## config.mk

```make
export PLATFORM = sky130hd
export DESIGN_NAME = lw_burst_sram
export DESIGN_NICKNAME = d
export VERILOG_FILES = /design/src/rtl/lw_sram_pkg.sv /design/src/rtl/lw_sram_burst.sv /design/src/rtl/lw_sram_wpipe.sv /design/src/rtl/lw_sram_array.sv /design/src/rtl/lw_sram_rdpath.sv /design/src/rtl/lw_burst_sram.sv
export SDC_FILE = /design/constraint.sdc
export NUM_CORES = 1
export LEC_CHECK = 0
export CAP_MARGIN = 25
export CORE_MARGIN = 2
export CORE_UTILIZATION = 50
export CTS_BUF_LIST = sky130_fd_sc_hd__clkbuf_8
export DETAILED_ROUTE_END_ITERATION = 7
export DONT_BUFFER_PORTS = 1
export MAX_ROUTING_LAYER = met4
export PLACE_DENSITY = 0.68
export SLEW_MARGIN = 30
export SYNTH_ARGS = -nofsm -noshare
export SYNTH_HDL_FRONTEND = slang
export SYNTH_SLANG_ARGS = --single-unit
```

## constraint.sdc

```tcl
create_clock -name clk_i -period 2.75 [get_ports clk_i]
set_clock_uncertainty 0.15 [all_clocks]
set_input_delay 0 -clock clk_i [delete_from_list [all_inputs] [get_ports clk_i]]
set_output_delay 0 -clock clk_i [all_outputs]
set_load 0.01 [all_outputs]
```

## src/rtl/lw_sram_pkg.sv

```systemverilog
package lw_sram_pkg;
  typedef enum logic [1:0] {
    OP_IDLE = 2'd0,
    OP_RD   = 2'd1,
    OP_WR   = 2'd2
  } op_e;

  // low address bits of burst beat n
  function automatic logic [1:0] beat_lo(logic [1:0] start, logic [1:0] n, logic ilv);
    return ilv ? (start ^ n) : (start + n);
  endfunction
endpackage

```

## src/rtl/lw_sram_burst.sv

```systemverilog
module lw_sram_burst
  import lw_sram_pkg::*;
#(
  parameter int AW    = 6,
  parameter int LANES = 2
) (
  input  logic             clk_i,
  input  logic             rst_ni,
  input  logic             sleep_i,
  input  logic             adv_i,
  input  logic             sel_i,
  input  logic             we_ni,
  input  logic             ilv_i,
  input  logic [LANES-1:0] bw_ni,
  input  logic [AW-1:0]    addr_i,
  output op_e              op_o,
  output logic [AW-1:0]    acc_addr_o,
  output logic [LANES-1:0] acc_bw_o
);
  localparam logic [1:0] LAST_BEAT = 2'd3;

  logic          act_q, wr_q;
  logic [AW-1:0] base_q;
  logic [1:0]    cnt_q;
  logic          more;

  assign more = act_q && (cnt_q != LAST_BEAT);

  always_comb begin
    op_o       = OP_IDLE;
    acc_addr_o = addr_i;
    if (!sleep_i) begin
      if (!adv_i) begin
        if (sel_i) op_o = we_ni ? OP_RD : OP_WR;
      end else if (more) begin
        op_o       = wr_q ? OP_WR : OP_RD;
        acc_addr_o = {base_q[AW-1:2], beat_lo(base_q[1:0], cnt_q + 2'd1, ilv_i)};
      end
    end
  end

  assign acc_bw_o = (op_o == OP_WR) ? ~bw_ni : '0;

  always_ff @(posedge clk_i or negedge rst_ni) begin
    if (!rst_ni) begin
      act_q  <= 1'b0;
      wr_q   <= 1'b0;
      base_q <= '0;
      cnt_q  <= '0;
    end else if (op_o == OP_IDLE) begin
      act_q <= 1'b0;
    end else if (!adv_i) begin
      act_q  <= 1'b1;
      wr_q   <= !we_ni;
      base_q <= addr_i;
      cnt_q  <= '0;
    end else begin
      cnt_q <= cnt_q + 2'd1;
    end
  end
endmodule

```

## src/rtl/lw_sram_wpipe.sv

```systemverilog
module lw_sram_wpipe #(
  parameter int AW      = 6,
  parameter int LANES   = 2,
  parameter int LAG_MAX = 2
) (
  input  logic             clk_i,
  input  logic             rst_ni,
  input  logic             pipe_i,
  input  logic             push_i,
  input  logic [AW-1:0]    addr_i,
  input  logic [LANES-1:0] bw_i,
  output logic             cm_v_o,
  output logic [AW-1:0]    cm_a_o,
  output logic [LANES-1:0] cm_bw_o
);
  localparam int FT_IDX = 0;
  localparam int PL_IDX = LAG_MAX - 1;

  logic [LAG_MAX-1:0] v_q;
  logic [AW-1:0]      a_q [LAG_MAX];
  logic [LANES-1:0]   b_q [LAG_MAX];

  for (genvar i = 0; i < LAG_MAX; i++) begin : g_stage
    if (i == 0) begin : g_head
      always_ff @(posedge clk_i or negedge rst_ni) begin
        if (!rst_ni) begin
          v_q[i] <= 1'b0;
          a_q[i] <= '0;
          b_q[i] <= '0;
        end else begin
          v_q[i] <= push_i;
          a_q[i] <= addr_i;
          b_q[i] <= bw_i;
        end
      end
    end else begin : g_tail
      always_ff @(posedge clk_i or negedge rst_ni) begin
        if (!rst_ni) begin
          v_q[i] <= 1'b0;
          a_q[i] <= '0;
          b_q[i] <= '0;
        end else begin
          v_q[i] <= v_q[i-1];
          a_q[i] <= a_q[i-1];
          b_q[i] <= b_q[i-1];
        end
      end
    end
  end

  // the stage whose data is on data_i this cycle
  assign cm_v_o  = pipe_i ? v_q[PL_IDX] : v_q[FT_IDX];
  assign cm_a_o  = pipe_i ? a_q[PL_IDX] : a_q[FT_IDX];
  assign cm_bw_o = pipe_i ? b_q[PL_IDX] : b_q[FT_IDX];
endmodule

```

## src/rtl/lw_sram_array.sv

```systemverilog
module lw_sram_array #(
  parameter int AW    = 6,
  parameter int LANES = 2,
  parameter int BW    = 9
) (
  input  logic                clk_i,
  input  logic                we_i,
  input  logic [AW-1:0]       wa_i,
  input  logic [LANES-1:0]    wbw_i,
  input  logic [LANES*BW-1:0] wd_i,
  input  logic [AW-1:0]       ra_i,
  output logic [LANES*BW-1:0] rd_o
);
  localparam int DEPTH = 1 << AW;

  for (genvar l = 0; l < LANES; l++) begin : g_lane
    logic [BW-1:0] lane_mem [DEPTH];
    always_ff @(posedge clk_i) begin
      if (we_i && wbw_i[l]) lane_mem[wa_i] <= wd_i[l*BW +: BW];
    end
    assign rd_o[l*BW +: BW] = lane_mem[ra_i];
  end
endmodule

```

## src/rtl/lw_sram_rdpath.sv

```systemverilog
module lw_sram_rdpath #(
  parameter int AW    = 6,
  parameter int LANES = 2,
  parameter int BW    = 9
) (
  input  logic                clk_i,
  input  logic                rst_ni,
  input  logic                pipe_i,
  input  logic                rd_i,
  input  logic [AW-1:0]       addr_i,
  input  logic [LANES*BW-1:0] arr_i,
  input  logic                cm_v_i,
  input  logic [AW-1:0]       cm_a_i,
  input  logic [LANES-1:0]    cm_bw_i,
  input  logic [LANES*BW-1:0] wd_i,
  output logic [AW-1:0]       ra_o,
  output logic                vld_o,
  output logic [LANES*BW-1:0] dat_o
);
  localparam int DW = LANES * BW;

  logic          rv_q, ov_q;
  logic [AW-1:0] ra_q;
  logic [DW-1:0] od_q, fwd;
  logic          hit;

  assign hit = cm_v_i && (cm_a_i == ra_q);

  // merge write data landing on this edge into the output register
  for (genvar l = 0; l < LANES; l++) begin : g_fwd
    assign fwd[l*BW +: BW] = (hit && cm_bw_i[l]) ? wd_i[l*BW +: BW] : arr_i[l*BW +: BW];
  end

  always_ff @(posedge clk_i or negedge rst_ni) begin
    if (!rst_ni) begin
      rv_q <= 1'b0;
      ra_q <= '0;
      ov_q <= 1'b0;
      od_q <= '0;
    end else begin
      rv_q <= rd_i;
      ra_q <= addr_i;
      ov_q <= rv_q;
      od_q <= fwd;
    end
  end

  assign ra_o  = ra_q;
  assign vld_o = pipe_i ? ov_q : rv_q;
  assign dat_o = pipe_i ? od_q : arr_i;
endmodule

```

## src/rtl/lw_burst_sram.sv

```systemverilog
module lw_burst_sram
  import lw_sram_pkg::*;
#(
  parameter int ADDR_W = 6,
  parameter int BYTE_W = 9,
  parameter int LANES  = 2
) (
  input  logic                    clk_i,
  input  logic                    rst_ni,
  input  logic                    pipe_mode_i,
  input  logic                    burst_ilv_i,
  input  logic                    sleep_i,
  input  logic                    oe_ni,
  input  logic                    ce1_ni,
  input  logic                    ce2_i,
  input  logic                    ce3_ni,
  input  logic                    adv_i,
  input  logic                    we_ni,
  input  logic [LANES-1:0]        bw_ni,
  input  logic [ADDR_W-1:0]       addr_i,
  input  logic [LANES*BYTE_W-1:0] data_i,
  output logic [LANES*BYTE_W-1:0] data_o,
  output logic                    dq_oe_o
);
  localparam int DATA_W  = LANES * BYTE_W;
  localparam int LAG_MAX = 2;

  logic              sel;
  op_e               op;
  logic [ADDR_W-1:0] acc_a, cm_a, ra;
  logic [LANES-1:0]  acc_bw, cm_bw;
  logic              cm_v, vld;
  logic [DATA_W-1:0] arr_d, dat;

  assign sel = !ce1_ni && ce2_i && !ce3_ni;

  lw_sram_burst #(.AW(ADDR_W), .LANES(LANES)) u_burst (
    .clk_i      (clk_i),
    .rst_ni     (rst_ni),
    .sleep_i    (sleep_i),
    .adv_i      (adv_i),
    .sel_i      (sel),
    .we_ni      (we_ni),
    .ilv_i      (burst_ilv_i),
    .bw_ni      (bw_ni),
    .addr_i     (addr_i),
    .op_o       (op),
    .acc_addr_o (acc_a),
    .acc_bw_o   (acc_bw)
  );

  lw_sram_wpipe #(.AW(ADDR_W), .LANES(LANES), .LAG_MAX(LAG_MAX)) u_wpipe (
    .clk_i   (clk_i),
    .rst_ni  (rst_ni),
    .pipe_i  (pipe_mode_i),
    .push_i  (op == OP_WR),
    .addr_i  (acc_a),
    .bw_i    (acc_bw),
    .cm_v_o  (cm_v),
    .cm_a_o  (cm_a),
    .cm_bw_o (cm_bw)
  );

  lw_sram_array #(.AW(ADDR_W), .LANES(LANES), .BW(BYTE_W)) u_array (
    .clk_i (clk_i),
    .we_i  (cm_v),
    .wa_i  (cm_a),
    .wbw_i (cm_bw),
    .wd_i  (data_i),
    .ra_i  (ra),
    .rd_o  (arr_d)
  );

  lw_sram_rdpath #(.AW(ADDR_W), .LANES(LANES), .BW(BYTE_W)) u_rdpath (
    .clk_i   (clk_i),
    .rst_ni  (rst_ni),
    .pipe_i  (pipe_mode_i),
    .rd_i    (op == OP_RD),
    .addr_i  (acc_a),
    .arr_i   (arr_d),
    .cm_v_i  (cm_v),
    .cm_a_i  (cm_a),
    .cm_bw_i (cm_bw),
    .wd_i    (data_i),
    .ra_o    (ra),
    .vld_o   (vld),
    .dat_o   (dat)
  );

  assign dq_oe_o = vld && !oe_ni && !sleep_i;
  assign data_o  = dq_oe_o ? dat : '0;
endmodule

```

==> Word-level counts from Yosys, hierarchy flattened <==
Memory sizes are Yosys's and may differ from the RTL's.
Index checks and enable logic that the tools add are counted.
{ "classes": {"eq_ne": 5, "n_mul": 0, "muxes": 26, "magnitude_cmp": 0, "div": 0, "n_shift": 0, "n_addsub": 2, "bitwise_logic": 4, "reduce_logical": 17} }
{ "ops": {"columns": ["op", "count"], "rows": [
  ["18-bit two-way mux", 2],
  ["6-bit two-way mux", 4],
  ["2-bit two-way mux", 10],
  ["9-bit two-way mux", 2],
  ["1-bit logical AND", 10],
  ["1-bit two-way mux", 8],
  ["6-bit == test", 1],
  ["1-bit zero test", 5],
  ["2-bit by 1-bit adder with 2-bit output (second input constant)", 1],
  ["2-bit adder", 1],
  ["2-bit by 1-bit == test with 1-bit output (second input constant)", 1],
  ["2-bit == test (second input constant)", 1],
  ["2-bit zero test", 1],
  ["2-bit by 1-bit inequality test with 1-bit output (second input constant)", 1],
  ["2-bit inequality test (second input constant)", 1],
  ["1-bit NOT", 2],
  ["2-bit NOT", 1],
  ["2-bit AND reduction", 1],
  ["2-bit XOR", 1]
]} }
{ "word_totals": {"latchBits": 0, "input_bits": 37, "memories": 2, "word_cells": 69, "regBits": 48, "romBits": 0, "ram_bits": 1152, "output_inout_bits": 19} }
{ "mem_list": {"columns": ["name", "depth", "width", "read_ports", "rd_ports_with_merged_regs", "write_ports", "line", "rtl"], "rows": [
  ["u_array.g_lane[0].lane_mem", 64, 9, 1, 0, 1, "lw_sram_array.sv:17", "logic [BW-1:0] lane_mem [DEPTH];"],
  ["u_array.g_lane[1].lane_mem", 64, 9, 1, 0, 1, "lw_sram_array.sv:17", null]
]} }

==> Logic depth before layout (Yosys ltp) <==
Gate-level depths: netlist of the first run.
{ "depth": {"depth_word": 9, "mapped_depth": 11, "ltp_nobuf": 6} }

==> Cells and area by module <==
A second synthesis of the first run with hierarchy kept.
{ "hier_totals": {"hier_cells": 2156, "hier_area_um2": 47222.8} }
{ "by_module_without_submodules": {"columns": ["module", "area_each_um2", "seq_area_each_um2", "cells_each", "n_inst"], "rows": [
  ["lw_sram_array", 44525.2, 34593.2, 1978, 1],
  ["lw_sram_rdpath", 1182.4, 650.6, 77, 1],
  ["lw_sram_wpipe", 596.8, 450.4, 28, 1],
  ["lw_sram_burst", 593.1, 250.2, 48, 1],
  ["lw_burst_sram", 325.3, 0.0, 25, 1]
]} }

==> Worst setup path after synthesis of the first run <==
Ideal clock, no wire load.
{ "synth_timing": {"path_type": "register to register", "start": "reg, netlist name u_rdpath.ra_o[0]", "end": "mem u_array.g_lane[0].lane_mem[34][0], enable pin", "required_ns": 2.226, "stages_incl_launch_ff": 10, "setup_ns": 0.374, "slack_ns": -0.044, "n_path_buf": 6, "arrival_time_ns": 2.269, "synth_period_minus_slack_ns": 2.794, "path_cell_list": "dfrtp_1 buf_6 buf_6 buf_6 buf_4 buf_4 o32ai_1 nand2_1 buf_2 nor2_1"} }
{ "synth_rtl": {"columns": ["item", "line"], "rows": [
  ["end: declaration", "lw_sram_array.sv:17"]
]} }

==> Worst setup path in the final report of the first run <==
{ "layout_timing": {"start": "reg u_rdpath.ra_q[0] (netlist: u_rdpath.ra_o[0])", "end": "out data_o[1]"} }
{ "layout_via": {"elab_chain_len": 3} }
{ "layout_lines": {"columns": ["item", "line", "rtl"], "rows": [
  ["start: declaration", "lw_sram_rdpath.sv:23", "logic [AW-1:0] ra_q;"],
  ["start signal: assignment", "lw_sram_rdpath.sv:42", "ra_q <= addr_i;"],
  ["memory read 64 x 9 bit", null, null],
  ["18-bit two-way mux", "lw_sram_rdpath.sv:50", "assign dat_o = pipe_i ? od_q : arr_i;"],
  ["18-bit two-way mux", "lw_burst_sram.sv:91", "assign data_o = dq_oe_o ? dat : '0;"],
  ["end: declaration", "lw_burst_sram.sv:22", "output logic [LANES*BYTE_W-1:0] data_o,"]
]} }
No other way between the ends.

==> impl_metrics.json, run 1 <==
{
  "slew_violations": 0,
  "p_per_area_nw_per_um2": 641,
  "cp_cell_sequence": "buf_12 > buf_12 > clkbuf_16 > mux2i_1 > a22oi_1 > nand3_1 > nand4_1 > nand2_1 > o21ai_2 > buf_6 > buf_6",
  "fin_crit_ns": 3.52,
  "required_ns": 2.60,
  "rsz0062_at_grt": "true",
  "yosys.area.top_type": "edfxtp_1",
  "synth_warnings": 0,
  "rows": 112,
  "die_area_um2": 96900,
  "wl_met1_um": 49400,
  "antenna_found_initial": 1,
  "core_um2": 93500,
  "grt_overflow": 0,
  "via_count": 27583,
  "synthFlopType": "edfxtp_1",
  "nNetsFinal": 3294,
  "met3_wirelength_um": 11500,
  "setup_tns_ns": -13.17,
  "yosysTopAreaCellShare_pct": 73.3,
  "total_power_mw": 37.7,
  "syn_inst": 2716,
  "cts_buffer_depth": 3,
  "swShare_pct": 22.7,
  "wl_per_cell_um": 26.7,
  "final_cell_area_um2": 58700,
  "yosysUniqueCellTypes": 49,
  "critPathLaunchType": "flop",
  "highest-signal-layer": "met4",
  "cts.clk_slew.worst_paths_ns": 0.06,
  "numPortBuffers": 0,
  "crit_slowest_cell": "dfrtp_4",
  "drive_gt1_share_pct": 28.1,
  "met2_length_um": 60000,
  "dp_hpwl_um": 74200,
  "placed_cell_area_um2": 50800,
  "crit_fanout": 9,
  "arrival_ns": 3.37,
  "ios": 56,
  "p_leak_nw": 20.9,
  "ys_top_cells_by_area": "edfxtp_1 (73%), mux2i_1 (10%), dfrtp_1 (2.5%), mux4_2 (2.4%), a22oi_1 (1.8%)",
  "gp_congestion": 0.878,
  "status": "finished with violations",
  "die_h_um": 311,
  "violations": "setup timing",
  "synth-edff-count": 1152,
  "die_width_um": 311,
  "end_kind": "primary output",
  "slowest_delay_ns": 0.58,
  "power.internal_mw": 29.1,
  "clkLatencyLatePin_ns": 0.84,
  "instances_no_fill": 4663,
  "h-tree-depth": 4,
  "grt_pass1_vias": 27676,
  "ant_nets": 0,
  "combPwrFrac_pct": 7.6,
  "final_util_pct": 62.8,
  "yosysMostFrequentCell": "edfxtp_1",
  "p_clk_share_pct": 38.9,
  "routed_wirelength_um": 125000,
  "numCtsBuffers": 184,
  "synthArstFlopShare_pct": 4.00,
  "drtIter0Drc": 3134,
  "firstDrtPassIters": 5,
  "cts_tree": "yes",
  "grt_start_max_net_pins": 66,
  "post-route-period-util_pct": 128,
  "critPathKind": "flop to primary output",
  "hold_path_class": "primary input to primary output",
  "synth_nets": 2755,
  "setup_viol": 34,
  "max_freq_mhz": 284,
  "grt_pass1_wl_um": 179000,
  "placed_cells": 4133,
  "drc": 0,
  "initial_utilization_pct": 50.5,
  "grt_use_total_pct": 25.9,
  "worst_slew_pin_slew_ns": 1.06,
  "hold_viol_final": 0,
  "vias_per_cell": 5.92,
  "vdd_ir_drop_max_uv": 552,
  "synth_seq_cells": 1200,
  "setup_slack_ns": -0.767,
  "p_seq_share_pct": 53.5,
  "cts-root-buf": "clkbuf_8",
  "pre_cts_slack_ns": -0.120,
  "ys_seq_area_share_pct": 75.8,
  "cap_violations": 0,
  "syn_area_um2": 47200,
  "nFillCells": 6326,
  "holdWs_ns": 0.0205,
  "p_switching_mw": 8.56,
  "avgSynthCellArea_um2": 17.4,
  "synthTopCellsByCount": "edfxtp_1 (1152), mux2i_1 (490), nor2_1 (201)",
  "area_delta_synth_final_pct": 24.4,
  "cts_num_sinks": 1200,
  "relSlewSlack_pct": 28.9
}
## placed cells by master, fill, tap and decap left out, types with 7 or more instances in the layout
| cell | Yosys | layout |
|---|---|---|
| nand2_1 | 93 | 84 |
| mux2i_2 | 0 | 26 |
| o21ai_0 | 39 | 22 |
| a22oi_2 | 0 | 30 |
| o22ai_1 | 92 | 79 |
| buf_16 | 0 | 46 |
| nor2_1 | 201 | 168 |
| o21ai_1 | 14 | 19 |
| mux2_4 | 0 | 8 |
| buf_6 | 9 | 41 |
| clkbuf_8 | 0 | 198 |
| mux4_2 | 51 | 51 |
| dfrtp_1 | 48 | 43 |
| nor2_2 | 2 | 22 |
| mux2_2 | 15 | 9 |
| o22ai_2 | 0 | 12 |
| nor2_4 | 0 | 13 |
| mux2i_1 | 490 | 456 |
| a22oi_1 | 114 | 84 |
| bufinv_16 | 0 | 11 |
| nor3_1 | 32 | 13 |
| clkinv_2 | 0 | 36 |
| o21ai_2 | 0 | 7 |
| inv_1 | 27 | 70 |
| clkinv_1 | 0 | 36 |
| buf_4 | 29 | 275 |
| buf_8 | 0 | 11 |
| mux2i_4 | 0 | 8 |
| dlygate4sd3_1 | 0 | 68 |
| nand3_1 | 76 | 70 |
| edfxtp_1 | 1152 | 1152 |
| clkbuf_16 | 0 | 9 |
| nor3_2 | 0 | 19 |
| buf_12 | 0 | 47 |
| inv_8 | 0 | 7 |
| nand4_1 | 31 | 31 |
## power groups by stage
stage	clock network [mW]	logic, mW	registers (mW)
after CTS	14.8	2.59	20.1
after detailed placement	0	1.74	20.5
after global routing	15.6	2.98	20.1
final	14.7	2.86	20.2
after global placement	0	1.72	20.5
after floorplan	0	1.09	20.5
## routing by layer
layer	GRT usage [%]	up-vias
li1	-	11890
met1	34.4	14028
met2	40.2	1441
met3	4.87	224
met4	9.10	0
met5	-	-
## path summary, 6_finish.rpt
kind	from	to	slack, ns	cells past startpoint
worst max-delay path	u_rdpath.ra_o[0]$_DFF_PN0_	data_o[1]	-0.77	11
worst min-delay path	pipe_mode_i	data_o[11]	0.02	1
worst max register to register	u_rdpath.ra_o[0]$_DFF_PN0_	u_rdpath.od_q[6]$_DFF_PN0_	-0.14	11
worst min register to register	u_rdpath.rv_q$_DFF_PN0_	u_rdpath.ov_q$_DFF_PN0_	0.24	0
max in group asynchronous	rst_ni	u_rdpath.od_q[8]$_DFF_PN0_	1.95	4
min in group asynchronous	rst_ni	u_burst.act_q$_DFFE_PN0P_	0.22	4
## worst max-delay path, delay by kind of cell (launching register included)
family          cells  cell delay [ns]
simple gates        3             0.59
buf+inv             5             0.75
compound gates      2             0.45
mux                 1             0.13
flops               1             0.58
## sequential cells by signal (all words and copies together), names as in the netlist
signal	cells
u_burst.cnt_q	2
u_wpipe.v_q	2
u_wpipe.a_q	6
u_rdpath.od_q	18
u_burst.wr_q	1
u_burst.base_q	6
u_array.g_lane.lane_mem	1152
u_rdpath.rv_q	1
u_wpipe.b_q	4
u_rdpath.ov_q	1
u_rdpath.ra_o	6
u_burst.act_q	1
## logic make-up (layout without fill, tap and decap cells)
family                   Yosys count  after routing  share of synthesized area [%]
multiplexers                     559            559                           13.3
AO/OA/AOI/OAI                    303            303                           4.39
XOR/XNOR                           8              8                          0.148
flip-flops                      1200           1200                           75.8
buffers and inverters            175            867                           1.88
adder cells (fa/ha/maj)            2              2                         0.0530
AND/OR/NAND/NOR                  469            469                           4.43
other                              0              1                              0
## repair_timing
item / CTS / global route
gates resized for setup: 188 / 183
setup buffers: 39 / 45
hold endpoints to repair: 2390 / 0
hold buffers: 89 / 0
pin swaps: 84 / 85
gates cloned: 18 / 9
setup endpoints to repair: 26 / 181
## layout make-up
| cell class | count | area (µm²) | share of cell area (%) |
|---|---|---|---|
| sequential | 1200 | 35800 | 61.0 |
| multi-input combinational | 1341 | 11600 | 19.8 |
| timing repair buffer | 501 | 5930 | 10.1 |
| clock buffer | 198 | 2730 | 4.64 |
| tap | 1254 | 1570 | 2.67 |
| clock inverter | 141 | 950 | 1.62 |
| inverter | 27 | 101 | 0.173 |
| antenna | 1 | 2.50 | 0.00426 |
Power figures use the tool's default switching activity.
==> run 2: changes to the inputs <==
- ABC_AREA: default -> 1
==> run 2 against run 1 <==
  * The run still ends with setup timing left
  * Total power decreased by 0.19%
  * Critical endpoint is now data_o[6]
  * Highest routed layer unchanged
  * Hold slack improved by 0.030 ns
  * Utilization decreased by 1.6 points
==> impl_metrics.json, run 2 <==
{
  "nNetsFinal": 4770,
  "critPathKind": "flop to primary output",
  "nFillCells": 7446,
  "slowest_delay_ns": 0.49,
  "ios": 56,
  "grt_pass1_vias": 33391,
  "ys_seq_area_share_pct": 72.6,
  "initial_utilization_pct": 50.3,
  "clkLatencyLatePin_ns": 0.85,
  "dp_hpwl_um": 73800,
  "h-tree-depth": 4,
  "yosysUniqueCellTypes": 31,
  "synthArstFlopShare_pct": 4.00,
  "yosysMostFrequentCell": "nand2_1",
  "synth-edff-count": 1152,
  "max_freq_mhz": 313,
  "setup_slack_ns": -0.444,
  "cts_num_sinks": 1200,
  "worst_slew_pin_slew_ns": 0.936,
  "die_area_um2": 101000,
  "drive_gt1_share_pct": 17.1,
  "antenna_found_initial": 2,
  "p_per_area_nw_per_um2": 627,
  "top_regs": "u_array.g_lane.lane_mem x1152, u_rdpath.od_q x18",
  "drc": 0,
  "largest_reg_flops": 1152,
  "pre_cts_slack_ns": 0.246,
  "grt_overflow": 0,
  "synth_warnings": 0,
  "ys_top_cells_by_area": "edfxtp_1 (70%), nand2_1 (12%), nand3_1 (10%), dfrtp_1 (2.4%), nor2_1 (1.5%)",
  "cts.clk_slew.worst_paths_ns": 0.07,
  "holdWs_ns": 0.0505,
  "hold_viol_final": 0,
  "via_count": 35405,
  "core_um2": 98000,
  "required_ns": 2.60,
  "area_delta_synth_final_pct": 21.7,
  "yosys.area.top_type": "edfxtp_1",
  "routed_wirelength_um": 140000,
  "critPathLaunchType": "flop",
  "grt_start_max_net_pins": 91,
  "arrival_ns": 3.04,
  "fin_crit_ns": 3.19,
  "numCtsBuffers": 186,
  "crit_fanout": 7,
  "use_met3_pct": 4.16,
  "wl_per_cell_um": 22.7,
  "slew_violations": 0,
  "vdd_ir_drop_max_uv": 515,
  "grt_pass1_wl_um": 206000,
  "grt_use_met1_pct": 38.4,
  "p_leak_nw": 22.8,
  "synthTopCellsByCount": "nand2_1 (1637), edfxtp_1 (1152), nand3_1 (993)",
  "rows": 115,
  "syn_area_um2": 49300,
  "setup_viol": 18,
  "grt-busiest-layer": "met2",
  "post-route-period-util_pct": 116,
  "numPortBuffers": 0,
  "final_common_cell": "nand2_1",
  "cap_violations": 0,
  "final_cell_mix": "nand2_1 (1583), edfxtp_1 (1152), nand3_1 (845)",
  "synth_nets": 4423,
  "firstDrtPassIters": 8,
  "cp_cell_sequence": "buf_8 > clkinv_16 > buf_16 > buf_12 > buf_12 > clkbuf_16 > nand2_1 > nand3_1 > nand3_1 > nand2_1 > nand2_1 > nand3_2 > nand3_2 > nand3_2 > nand2_2 > inv_2",
  "cts_buffer_depth": 3,
  "grt_use_total_pct": 27.6,
  "syn_inst": 4384,
  "gp_congestion": 0.916,
  "hold_path_class": "primary input to flop",
  "end_kind": "primary output",
  "rsz0062_at_grt": "true",
  "yosysTopAreaCellShare_pct": 70.2,
  "avgSynthCellArea_um2": 11.2,
  "violations": "setup timing",
  "die_width_um": 318,
  "cts-root-buf": "clkbuf_8",
  "die_h_um": 318,
  "relSlewSlack_pct": 37.4,
  "crit_slowest_cell": "dfrtp_4",
  "synthFlopType": "edfxtp_1",
  "regMostFlops": "u_array.g_lane.lane_mem",
  "ant_nets": 0,
  "status": "finished with violations",
  "synth_seq_cells": 1200,
  "cts_tree": "yes",
  "drtIter0Drc": 4557,
  "grt_use_met2_pct": 42.2,
  "vias_per_cell": 5.73
}
[run 2: cell types whose count changed in the layout (fill, tap and decap cells not counted), moves of 51 or more]
cell     previous run  this run
o22ai_1            79         0
mux2i_1           456         0
nand3_2             6       135
buf_4             275       212
nand3_1            70       845
mux4_2             51         0
nand2_1            84      1583
a22oi_1            84         0
[run 2: final cells by class]
type	count	area, µm²	area share (%)
Antenna cell	2	5.00	0.00834
Tap cell	1287	1610	2.68
Clock buffer	209	2880	4.80
Clock inverter	134	616	1.03
Multi-Input combinational cell	2865	13200	22.0
Inverter	48	233	0.388
Timing Repair Buffer	428	5610	9.35
Timing Repair inverter	2	17.5	0.0292
Sequential cell	1200	35800	59.7
[run 2: metal layers]
| metal | vias to the layer above | share of wire, % |
|---|---|---|
| li1 | 15958 | - |
| met1 | 17107 | 40 |
| met2 | 2081 | 47 |
| met3 | 259 | 10 |
| met5 | - | 0 |
| met4 | 0 | 2.7 |
[run 2: stage by stage]
stage               TNS, ns  cell area [µm²]  power [mW]  std cells  utilization, %
floorplan                 0            49300        22.0       4384               -
global placement          0            52000        22.7       5635            53.1
detailed placement        0            52000        22.7       5635            53.1
CTS                   -8.62            59100        37.5       6150            60.3
global route          -8.71            60000        38.8       6175            61.2
finish                -6.70            60000        37.6       6175            61.2
[run 2: critical path: cells and delay by family, from the launching register on]
family,cells,cell delay [ns]
AND/OR/NAND/NOR,9,0.79
buffers and inverters,7,0.90
flip-flops,1,0.49
[run 2: cell families (layout without fill, tap and decap cells)]
group / after synthesis / after routing / share of synthesized area, %
adders and majority gates: 2 / 2 / 0.0508
AOI/OAI and AO/OA: 23 / 23 / 0.284
and+or+nand+nor: 2836 / 2837 / 24.3
DFF: 1200 / 1200 / 72.6
xor gates and xnor gates: 3 / 3 / 0.0533
other: 0 / 2 / 0
buffers and inverters: 320 / 821 / 2.70
[run 2: report_power, final]
part	leakage, nW	switching (mW)	internal [mW]	total (mW)
sequential	10.9	0.0491	20.1	20.2
clock	2.05	6.92	7.06	14.0
combinational	9.83	2.21	1.25	3.46
[run 2: final timing paths]
kind                                             from                          end  slack, ns  depth (start not counted)
min in group asynchronous                      rst_ni   u_rdpath.od_q[0]$_DFF_PN0_       0.22                          4
min                                         data_i[6]   u_rdpath.od_q[6]$_DFF_PN0_       0.05                          4
max in group asynchronous                      rst_ni   u_rdpath.ra_o[2]$_DFF_PN0_       1.88                          4
min reg2reg                  u_wpipe.v_q[0]$_DFF_PN0_     u_wpipe.v_q[1]$_DFF_PN0_       0.22                          0
max                        u_rdpath.ra_o[0]$_DFF_PN0_                    data_o[6]      -0.44                         16
max reg2reg                  u_wpipe.b_q[1]$_DFF_PN0_  u_rdpath.od_q[10]$_DFF_PN0_       0.04                          8
[run 2: repair_timing]
item,CTS,global route
endpoints found under the hold margin,1238,18
resized for setup,215,122
hold buffers,99,1
pin swaps,38,81
cloned,33,13
setup endpoints to repair,18,35
setup buffers,41,13
